`config.mk`:
```
export PLATFORM = sky130hd
export DESIGN_NAME = dram_cycle_decoder
export DESIGN_NICKNAME = d
export VERILOG_FILES = /design/src/rtl/dcd_pkg.sv /design/src/rtl/dcd_sampler.sv /design/src/rtl/dcd_refresh_ctr.sv /design/src/rtl/dcd_classifier.sv /design/src/rtl/dcd_lane.sv /design/src/rtl/dram_cycle_decoder.sv
export SDC_FILE = /design/constraint.sdc
export NUM_CORES = 1
export LEC_CHECK = 0
export ABC_AREA = 1
export BUFFER_PORTS_ARGS = -buffer_cell sky130_fd_sc_hd__clkbuf_2
export CORE_MARGIN = 5
export CORE_UTILIZATION = 36
export DETAILED_ROUTE_END_ITERATION = 8
export GPL_ROUTABILITY_DRIVEN = 0
export PLACE_DENSITY = 0.57
export REMOVE_ABC_BUFFERS = 1
export SLEW_MARGIN = 20
export SYNTH_ARGS = -nofsm -noshare
export SYNTH_HDL_FRONTEND = slang
export SYNTH_SLANG_ARGS = --single-unit
```
`constraint.sdc`:
```
create_clock -name clk_i -period 5.8 [get_ports clk_i]
set_clock_uncertainty 0.15 [all_clocks]
set_input_delay 1.16 -clock clk_i [delete_from_list [all_inputs] [get_ports clk_i]]
set_output_delay 1.16 -clock clk_i [all_outputs]
set_load 0.005 [all_outputs]
```
`src/rtl/dcd_pkg.sv`:
```
package dcd_pkg;
  typedef enum logic [2:0] {
    CYC_IDLE   = 3'd0,
    CYC_RD     = 3'd1,
    CYC_EWR    = 3'd2,
    CYC_LWR    = 3'd3,
    CYC_RONLY  = 3'd4,
    CYC_CBR    = 3'd5,
    CYC_HIDDEN = 3'd6
  } cyc_kind_e;

  localparam int unsigned LANE_W = 8;
endpackage

```
`src/rtl/dcd_sampler.sv`:
```
module dcd_sampler #(
  parameter int unsigned NSIG = 4
) (
  input  logic            clk_i,
  input  logic            rst_ni,
  input  logic [NSIG-1:0] act_i,
  output logic [NSIG-1:0] prev_o
);
  for (genvar g = 0; g < NSIG; g++) begin : g_sig
    always_ff @(posedge clk_i or negedge rst_ni) begin
      if (!rst_ni) prev_o[g] <= 1'b0;
      else         prev_o[g] <= act_i[g];
    end
  end
endmodule

```
`src/rtl/dcd_refresh_ctr.sv`:
```
module dcd_refresh_ctr #(
  parameter int unsigned W = 12
) (
  input  logic         clk_i,
  input  logic         rst_ni,
  input  logic         inc_i,
  output logic [W-1:0] cnt_o
);
  logic [W-1:0] cnt_q;

  always_ff @(posedge clk_i or negedge rst_ni) begin
    if (!rst_ni)    cnt_q <= '0;
    else if (inc_i) cnt_q <= cnt_q + 1'b1;
  end

  assign cnt_o = cnt_q;

  AST_CTR_STEP: assert property (@(posedge clk_i) disable iff (!rst_ni)
    inc_i |=> cnt_q == $past(cnt_q) + 1'b1);
  AST_CTR_HOLD: assert property (@(posedge clk_i) disable iff (!rst_ni)
    !inc_i |=> $stable(cnt_q));
endmodule

```
`src/rtl/dcd_classifier.sv`:
```
module dcd_classifier import dcd_pkg::*; #(
  parameter int unsigned ADDR_W    = 12,
  parameter int unsigned MEM_ROW_W = 2,
  parameter int unsigned MEM_COL_W = 2,
  localparam int unsigned IDX_W    = MEM_ROW_W + MEM_COL_W
) (
  input  logic              clk_i,
  input  logic              rst_ni,
  input  logic              ras_act_i,
  input  logic              cas_act_i,
  input  logic              we_act_i,
  input  logic              oe_act_i,
  input  logic              ras_fall_i,
  input  logic              ras_rise_i,
  input  logic              cas_fall_i,
  input  logic              we_fall_i,
  input  logic              oe_fall_i,
  input  logic [ADDR_W-1:0] addr_i,
  input  logic [ADDR_W-1:0] ctr_i,
  output logic              rd_evt_o,
  output logic              wr_evt_o,
  output logic              rfsh_evt_o,
  output logic [IDX_W-1:0]  idx_o,
  output logic [ADDR_W-1:0] row_o,
  output cyc_kind_e         kind_o,
  output logic              valid_o
);
  logic                 cyc_q, ref_q, cas_seen_q, acc_q;
  logic [ADDR_W-1:0]    row_q;
  logic [MEM_COL_W-1:0] col_q, col_eff;
  cyc_kind_e            kind_q, evt_kind;
  logic                 valid_q;
  logic                 norm, ev_rd, ev_ewr, ev_lwr, ev_rf, ev_ro, any_evt;

  // normal access window: row opened with column strobe idle
  assign norm   = cyc_q & ~ref_q & ras_act_i;
  assign ev_rd  = norm & cas_act_i & oe_act_i & ~we_act_i & (cas_fall_i | oe_fall_i);
  assign ev_ewr = norm & cas_fall_i & we_act_i;
  assign ev_lwr = norm & cas_act_i & ~cas_fall_i & we_fall_i;
  assign ev_rf  = ras_fall_i & cas_act_i;
  assign ev_ro  = ras_rise_i & cyc_q & ~cas_seen_q & ~cas_act_i;
  assign any_evt = ev_rd | ev_ewr | ev_lwr | ev_rf | ev_ro;

  always_comb begin
    evt_kind = CYC_IDLE;
    if (ev_rf)       evt_kind = acc_q ? CYC_HIDDEN : CYC_CBR;
    else if (ev_rd)  evt_kind = CYC_RD;
    else if (ev_ewr) evt_kind = CYC_EWR;
    else if (ev_lwr) evt_kind = CYC_LWR;
    else if (ev_ro)  evt_kind = CYC_RONLY;
  end

  always_ff @(posedge clk_i or negedge rst_ni) begin
    if (!rst_ni) begin
      cyc_q      <= 1'b0;
      ref_q      <= 1'b0;
      cas_seen_q <= 1'b0;
      acc_q      <= 1'b0;
    end else begin
      if (ras_fall_i) begin
        cyc_q <= ~cas_act_i;
        ref_q <= cas_act_i;
      end else if (ras_rise_i) begin
        cyc_q <= 1'b0;
        ref_q <= 1'b0;
      end
      if (ras_fall_i)     cas_seen_q <= 1'b0;
      else if (cas_act_i) cas_seen_q <= 1'b1;
      if (!cas_act_i)                      acc_q <= 1'b0;
      else if (ev_rd | ev_ewr | ev_lwr)    acc_q <= 1'b1;
    end
  end

  always_ff @(posedge clk_i or negedge rst_ni) begin
    if (!rst_ni) begin
      row_q <= '0;
      col_q <= '0;
    end else begin
      if (ev_rf)           row_q <= ctr_i;
      else if (ras_fall_i) row_q <= addr_i;
      if (cas_fall_i)      col_q <= addr_i[MEM_COL_W-1:0];
    end
  end

  assign col_eff = cas_fall_i ? addr_i[MEM_COL_W-1:0] : col_q;

  always_ff @(posedge clk_i or negedge rst_ni) begin
    if (!rst_ni) begin
      kind_q  <= CYC_IDLE;
      valid_q <= 1'b0;
    end else begin
      valid_q <= any_evt;
      if (any_evt)                      kind_q <= evt_kind;
      else if (!ras_act_i && !cas_act_i) kind_q <= CYC_IDLE;
    end
  end

  assign rd_evt_o   = ev_rd;
  assign wr_evt_o   = ev_ewr | ev_lwr;
  assign rfsh_evt_o = ev_rf;
  assign idx_o      = {row_q[MEM_ROW_W-1:0], col_eff};
  assign row_o      = row_q;
  assign kind_o     = kind_q;
  assign valid_o    = valid_q;

  AST_EVT_EXCL: assert property (@(posedge clk_i) disable iff (!rst_ni)
    $onehot0({ev_rd, ev_ewr, ev_lwr, ev_rf, ev_ro}));
  AST_VALID_KIND: assert property (@(posedge clk_i) disable iff (!rst_ni)
    valid_q |-> kind_q != CYC_IDLE);
  AST_ROW_FROM_CTR: assert property (@(posedge clk_i) disable iff (!rst_ni)
    ev_rf |=> row_q == $past(ctr_i));
endmodule

```
`src/rtl/dcd_lane.sv`:
```
module dcd_lane import dcd_pkg::*; #(
  parameter int unsigned IDX_W = 4,
  localparam int unsigned DEPTH = 1 << IDX_W
) (
  input  logic              clk_i,
  input  logic              rst_ni,
  input  logic              strobe_act_i,
  input  logic              ras_act_i,
  input  logic              cas_act_i,
  input  logic              we_act_i,
  input  logic              oe_act_i,
  input  logic              cas_fall_i,
  input  logic              rd_evt_i,
  input  logic              wr_evt_i,
  input  logic [IDX_W-1:0]  idx_i,
  input  logic [LANE_W-1:0] wbyte_i,
  output logic [LANE_W-1:0] rbyte_o,
  output logic              drv_o
);
  logic [LANE_W-1:0] mem_q [DEPTH];
  logic [LANE_W-1:0] rbyte_q;
  logic              drv_q;

  always_ff @(posedge clk_i or negedge rst_ni) begin
    if (!rst_ni) begin
      for (int i = 0; i < DEPTH; i++) mem_q[i] <= '0;
    end else if (wr_evt_i && strobe_act_i) begin
      mem_q[idx_i] <= wbyte_i;
    end
  end

  always_ff @(posedge clk_i or negedge rst_ni) begin
    if (!rst_ni) begin
      rbyte_q <= '0;
      drv_q   <= 1'b0;
    end else begin
      if (rd_evt_i && strobe_act_i) rbyte_q <= mem_q[idx_i];
      // EDO: hold until disabled or next strobe fall
      if (!oe_act_i || we_act_i || (!ras_act_i && !cas_act_i)) drv_q <= 1'b0;
      else if (rd_evt_i && strobe_act_i)                       drv_q <= 1'b1;
      else if (cas_fall_i)                                     drv_q <= 1'b0;
    end
  end

  assign rbyte_o = rbyte_q;
  assign drv_o   = drv_q;

  AST_DRV_OWN_STROBE: assert property (@(posedge clk_i) disable iff (!rst_ni)
    $rose(drv_q) |-> $past(strobe_act_i));
  AST_DRV_OE_OFF: assert property (@(posedge clk_i) disable iff (!rst_ni)
    !oe_act_i |=> !drv_q);
  AST_IDLE_OFF: assert property (@(posedge clk_i) disable iff (!rst_ni)
    (!ras_act_i && !cas_act_i) |=> !drv_q);
  AST_LWR_OFF: assert property (@(posedge clk_i) disable iff (!rst_ni)
    we_act_i |=> !drv_q);
endmodule

```
`src/rtl/dram_cycle_decoder.sv`:
```
module dram_cycle_decoder import dcd_pkg::*; #(
  parameter int unsigned ADDR_W    = 12,
  parameter int unsigned MEM_ROW_W = 2,
  parameter int unsigned MEM_COL_W = 2,
  parameter int unsigned LANES     = 2
) (
  input  logic                      clk_i,
  input  logic                      rst_ni,
  input  logic                      ras_ni,
  input  logic [LANES-1:0]          cas_ni,
  input  logic                      we_ni,
  input  logic                      oe_ni,
  input  logic [ADDR_W-1:0]         addr_i,
  input  logic [LANES*LANE_W-1:0]   dq_i,
  output logic [LANES*LANE_W-1:0]   dq_o,
  output logic [LANES-1:0]          dq_oe_o,
  output logic [2:0]                cyc_kind_o,
  output logic                      cyc_valid_o,
  output logic [ADDR_W-1:0]         row_o,
  output logic [ADDR_W-1:0]         rfsh_ctr_o
);
  localparam int unsigned IDX_W = MEM_ROW_W + MEM_COL_W;
  localparam int unsigned S_RAS = 0, S_CAS = 1, S_WE = 2, S_OE = 3;

  logic [LANES-1:0]  strobe_act;
  logic [3:0]        act, prev;
  logic              ras_fall, ras_rise, cas_fall, we_fall, oe_fall;
  logic              rd_evt, wr_evt, rfsh_evt;
  logic [IDX_W-1:0]  idx;
  logic [ADDR_W-1:0] ctr;
  cyc_kind_e         kind;

  assign strobe_act = ~cas_ni;
  assign act[S_RAS] = ~ras_ni;
  assign act[S_CAS] = |strobe_act;  // first to fall, last to rise
  assign act[S_WE]  = ~we_ni;
  assign act[S_OE]  = ~oe_ni;

  dcd_sampler #(.NSIG(4)) u_sampler (
    .clk_i  (clk_i),
    .rst_ni (rst_ni),
    .act_i  (act),
    .prev_o (prev)
  );

  assign ras_fall = act[S_RAS] & ~prev[S_RAS];
  assign ras_rise = ~act[S_RAS] & prev[S_RAS];
  assign cas_fall = act[S_CAS] & ~prev[S_CAS];
  assign we_fall  = act[S_WE] & ~prev[S_WE];
  assign oe_fall  = act[S_OE] & ~prev[S_OE];

  dcd_refresh_ctr #(.W(ADDR_W)) u_ctr (
    .clk_i  (clk_i),
    .rst_ni (rst_ni),
    .inc_i  (rfsh_evt),
    .cnt_o  (ctr)
  );

  dcd_classifier #(
    .ADDR_W    (ADDR_W),
    .MEM_ROW_W (MEM_ROW_W),
    .MEM_COL_W (MEM_COL_W)
  ) u_cls (
    .clk_i      (clk_i),
    .rst_ni     (rst_ni),
    .ras_act_i  (act[S_RAS]),
    .cas_act_i  (act[S_CAS]),
    .we_act_i   (act[S_WE]),
    .oe_act_i   (act[S_OE]),
    .ras_fall_i (ras_fall),
    .ras_rise_i (ras_rise),
    .cas_fall_i (cas_fall),
    .we_fall_i  (we_fall),
    .oe_fall_i  (oe_fall),
    .addr_i     (addr_i),
    .ctr_i      (ctr),
    .rd_evt_o   (rd_evt),
    .wr_evt_o   (wr_evt),
    .rfsh_evt_o (rfsh_evt),
    .idx_o      (idx),
    .row_o      (row_o),
    .kind_o     (kind),
    .valid_o    (cyc_valid_o)
  );

  for (genvar l = 0; l < LANES; l++) begin : g_lane
    dcd_lane #(.IDX_W(IDX_W)) u_lane (
      .clk_i        (clk_i),
      .rst_ni       (rst_ni),
      .strobe_act_i (strobe_act[l]),
      .ras_act_i    (act[S_RAS]),
      .cas_act_i    (act[S_CAS]),
      .we_act_i     (act[S_WE]),
      .oe_act_i     (act[S_OE]),
      .cas_fall_i   (cas_fall),
      .rd_evt_i     (rd_evt),
      .wr_evt_i     (wr_evt),
      .idx_i        (idx),
      .wbyte_i      (dq_i[l*LANE_W +: LANE_W]),
      .rbyte_o      (dq_o[l*LANE_W +: LANE_W]),
      .drv_o        (dq_oe_o[l])
    );
  end

  assign cyc_kind_o = kind;
  assign rfsh_ctr_o = ctr;

  AST_EWR_NO_DRIVE: assert property (@(posedge clk_i) disable iff (!rst_ni)
    (cyc_valid_o && cyc_kind_o == CYC_EWR) |-> dq_oe_o == '0);
  AST_RONLY_CTR_HOLD: assert property (@(posedge clk_i) disable iff (!rst_ni)
    (cyc_valid_o && cyc_kind_o == CYC_RONLY) |-> $stable(rfsh_ctr_o));
endmodule

```
==> results_dict.tcl <==
set metrics [dict create \
    hold_viol_final 0 \
    hp-class "reg -> reg" \
    synth.cell_area_um2 14900 \
    area_delta_synth_final_pct 11.3 \
    syn_inst 1904 \
    drcViolationCount 0 \
    die_area_um2 45600 \
    clockBufferDepth 3 \
    drt-initial-drc-count 964 \
    grt_setup_unrepaired "no" \
    worst_pin_slew_ns 1.08 \
    grt_pass1_wl_mm 68.4 \
    netlist_top_cells_count "nand2_1, dfrtp_1, nand3_1, o21ai_1, o21ai_0" \
    dp_hpwl_mm 25.3 \
    swShare_pct 29.6 \
    synthXorXnorAreaFrac_pct 0.646 \
    critical_path.max_stage_delay_ns 0.60 \
    ir_drop_mv 0.207 \
    setup_tns_ns 0 \
    static-leakage-power_nw 8.60 \
    start_kind "input port" \
    synthAdderAreaFrac_pct 0.252 \
    ys_warn_count 0 \
    vias 12396 \
    cts_resized 0 \
    yosys.area.top_type "dfrtp_1" \
    criticalPathCategory "in -> reg" \
    period_minus_slack_ns 3.35 \
    crit_fanout 33 \
    grt_pass1_vias 12152 \
    ys.flop_type "dfrtp_1" \
    core-area_um2 40900 \
    slew_violations 0 \
    routedWlPerCell_um 16.9 \
    synth.most_common_cell "nand2_1" \
    synth-seq-cells 312 \
    powerDensity_nw_per_um2 336 \
    synthMuxAreaShare_pct 0 \
    portBuffers 80 \
    cap_violations 0 \
    ctsHoldBuffers 0 \
    antenna_found_initial 0 \
    worstSkewPairLatency_ns 0.52 \
    grt_overflow 0 \
    required_ns 6.06 \
    grtUsageTotal_pct 18.5 \
    ys_types 31 \
    drt_wl_total_mm 41.8 \
    first_pass_iters 5 \
    place_area_um2 15500 \
    die_width_um 214 \
    cts_setup_buffers 0 \
    synth-compound-area-share_pct 9.59 \
    setup_violations 0 \
    ys_top_cells_by_area "dfrtp_1, nand2_1, nand3_1" \
    die_h_um 214 \
    power_frac_seq_pct 45.4 \
    via_per_inst 5.02 \
    critPathTopFamily "simple AND/OR/NAND/NOR gates" \
    grt_max_degree 109 \
    cp_slowest_cell "nand2_2" \
    cts.sinks 312 \
    start_util_pct 36.5 \
    diodes 0 \
    cp_cell_sequence "clkbuf_2, nand2_4, nand2_4, nand2_2, nand2_2, nand2_1, nor2_1, nand2_1, o21ai_0" \
    cp_num_buf_inv 1 \
    p_sw_mw 1.65 \
    final_nets 1957 \
    status "finished clean" \
    slew_headroom_pct 28.1 \
    cts_max_level 2 \
    p_clk_share_pct 38.2 \
    clkTransAtPathRegs_ns 0.06 \
    synth-edff-count 0 \
    row_count 74 \
    fmax_ghz 0.298 \
    critPathArrivalTime_ns 3.62 \
    yosysSeqAreaShare_pct 52.3 \
    async_flop_share_pct 100 \
    internal-power_mw 3.93 \
    synthSimpleGateAreaFrac_pct 31.1 \
    syn_avg_cell_area_um2 7.84 \
    synth_top_area_share_pct 52.3 \
    fin_crit_sh_pct 57.8 \
    endpoint_kind "flip-flop" \
    cts_tree "built" \
    final_area_um2 16600 \
    cts_made_buffers 35 \
    pin_count 81 \
    detail-route-antenna-nets 0 \
    cts_root_buffer "clkbuf_16" \
    layout-drive-gt1-share_pct 10.4 \
    combPwrFrac_pct 16.5 \
    synth_top_family_by_area "simple AND/OR/NAND/NOR gates" \
]
-- logic make-up (layout without fill, tap and decap cells) --
logic type | count (synthesis) | after routing
buf+inv | 187 | 221
xor+xnor | 11 | 11
fa+ha+maj | 3 | 3
simple gates | 1111 | 1111
flops | 312 | 312
compound gates | 280 | 280
-- worst paths after layout --
| kind | from | to | slack [ns] | depth (start not counted) |
|---|---|---|---|---|
| max in group asynchronous | rst_ni | u_cls.row_o[2] | 3.88 | 2 |
| worst min-delay path | g_lane[1].u_lane.mem_q[8] | g_lane[1].u_lane.mem_q[8] | 0.33 | 2 |
| worst min register to register | g_lane[1].u_lane.mem_q[8] | g_lane[1].u_lane.mem_q[8] | 0.33 | 2 |
| min in group asynchronous | rst_ni | g_lane[1].u_lane.mem_q[25] | 0.51 | 1 |
| worst max-delay path | cas_ni[1] | g_lane[1].u_lane.mem_q[104] | 2.45 | 9 |
| worst max register to register | u_sampler.prev_o[1] | g_lane[1].u_lane.mem_q[104] | 2.85 | 7 |
-- cell usage in the layout (no fill, tap or decap), drive strengths merged, types with 2 or more instances in the layout --
cell type	n
dfrtp	312
inv	69
ha	3
a22oi	2
clkinv	2
or2	16
a21oi	6
nor2	64
nand2	853
buf	18
nand4	2
clkbuf	132
o211ai	5
nand3	172
xor2	8
nor3	3
o21ai	264
xnor2	3
-- layout make-up --
class	count	area, um2
Clock buffer	53	1050
Clock inverter	3	22.5
Fill cell	4220	24300
Inverter	68	255
Multi-Input combinational cell	1405	6230
Sequential cell	312	7810
Tap cell	532	666
Timing Repair Buffer	97	563
-- layer usage --
| metal | global-route usage [%] | vias to the layer above | wire [um] |
|---|---|---|---|
| met4 | 4.67 | 0 | 917 |
| met5 | 0 | - | 0 |
| met1 | 26.5 | 5952 | 19300 |
| met3 | 2.18 | 64 | 1780 |
| li1 | - | 6093 | - |
| met2 | 30.3 | 287 | 19800 |
-- state kept, by name (all words and copies together), names as in the netlist --
| name | flops |
|---|---|
| u_cls.row_o | 12 |
| u_cls.col_q | 2 |
| u_cls.ref_q | 1 |
| g_lane.u_lane.rbyte_o | 16 |
| u_sampler.prev_o | 4 |
| u_cls.cyc_q | 1 |
| u_cls.valid_o | 1 |
| u_cls.kind_o | 3 |
| u_cls.acc_q | 1 |
| g_lane.u_lane.drv_o | 2 |
| g_lane.u_lane.mem_q | 256 |
| u_cls.cas_seen_q | 1 |
| u_ctr.cnt_o | 12 |
-- worst register-to-register path: stages, from the launching register on --
cell     delay [ns]
dfrtp_1        0.38
inv_1          0.21
nand3_2        0.13
nand2_2        0.62
nand2_1        0.27
nor2_1         0.36
nand2_1        0.42
o21ai_0        0.31
-- power groups by stage --
| stage | clock network [mW] | logic (mW) | registers (mW) |
|---|---|---|---|
| after global placement | 0 | 0.920 | 2.57 |
| final | 2.13 | 0.919 | 2.53 |
| after global routing | 2.28 | 1.04 | 2.56 |
| after floorplan | 0 | 0.524 | 2.55 |
| after CTS | 2.19 | 0.931 | 2.53 |
| after detailed placement | 0 | 0.928 | 2.57 |
-- through the flow --
stage	worst slack (ns)	utilization (%)	std cells	hold WS [ns]	total power [mW]
after global placement	1.98	37.9	2414	0.315	3.49
final	2.45	40.6	2470	0.334	5.59
after CTS	2.49	40.6	2470	0.338	5.65
after detailed placement	1.95	37.9	2414	0.323	3.50
after global routing	2.23	40.6	2470	0.355	5.88
after floorplan	-0.438	-	1785	0.301	3.07
No activity file was read; power rests on OpenSTA's default activity.
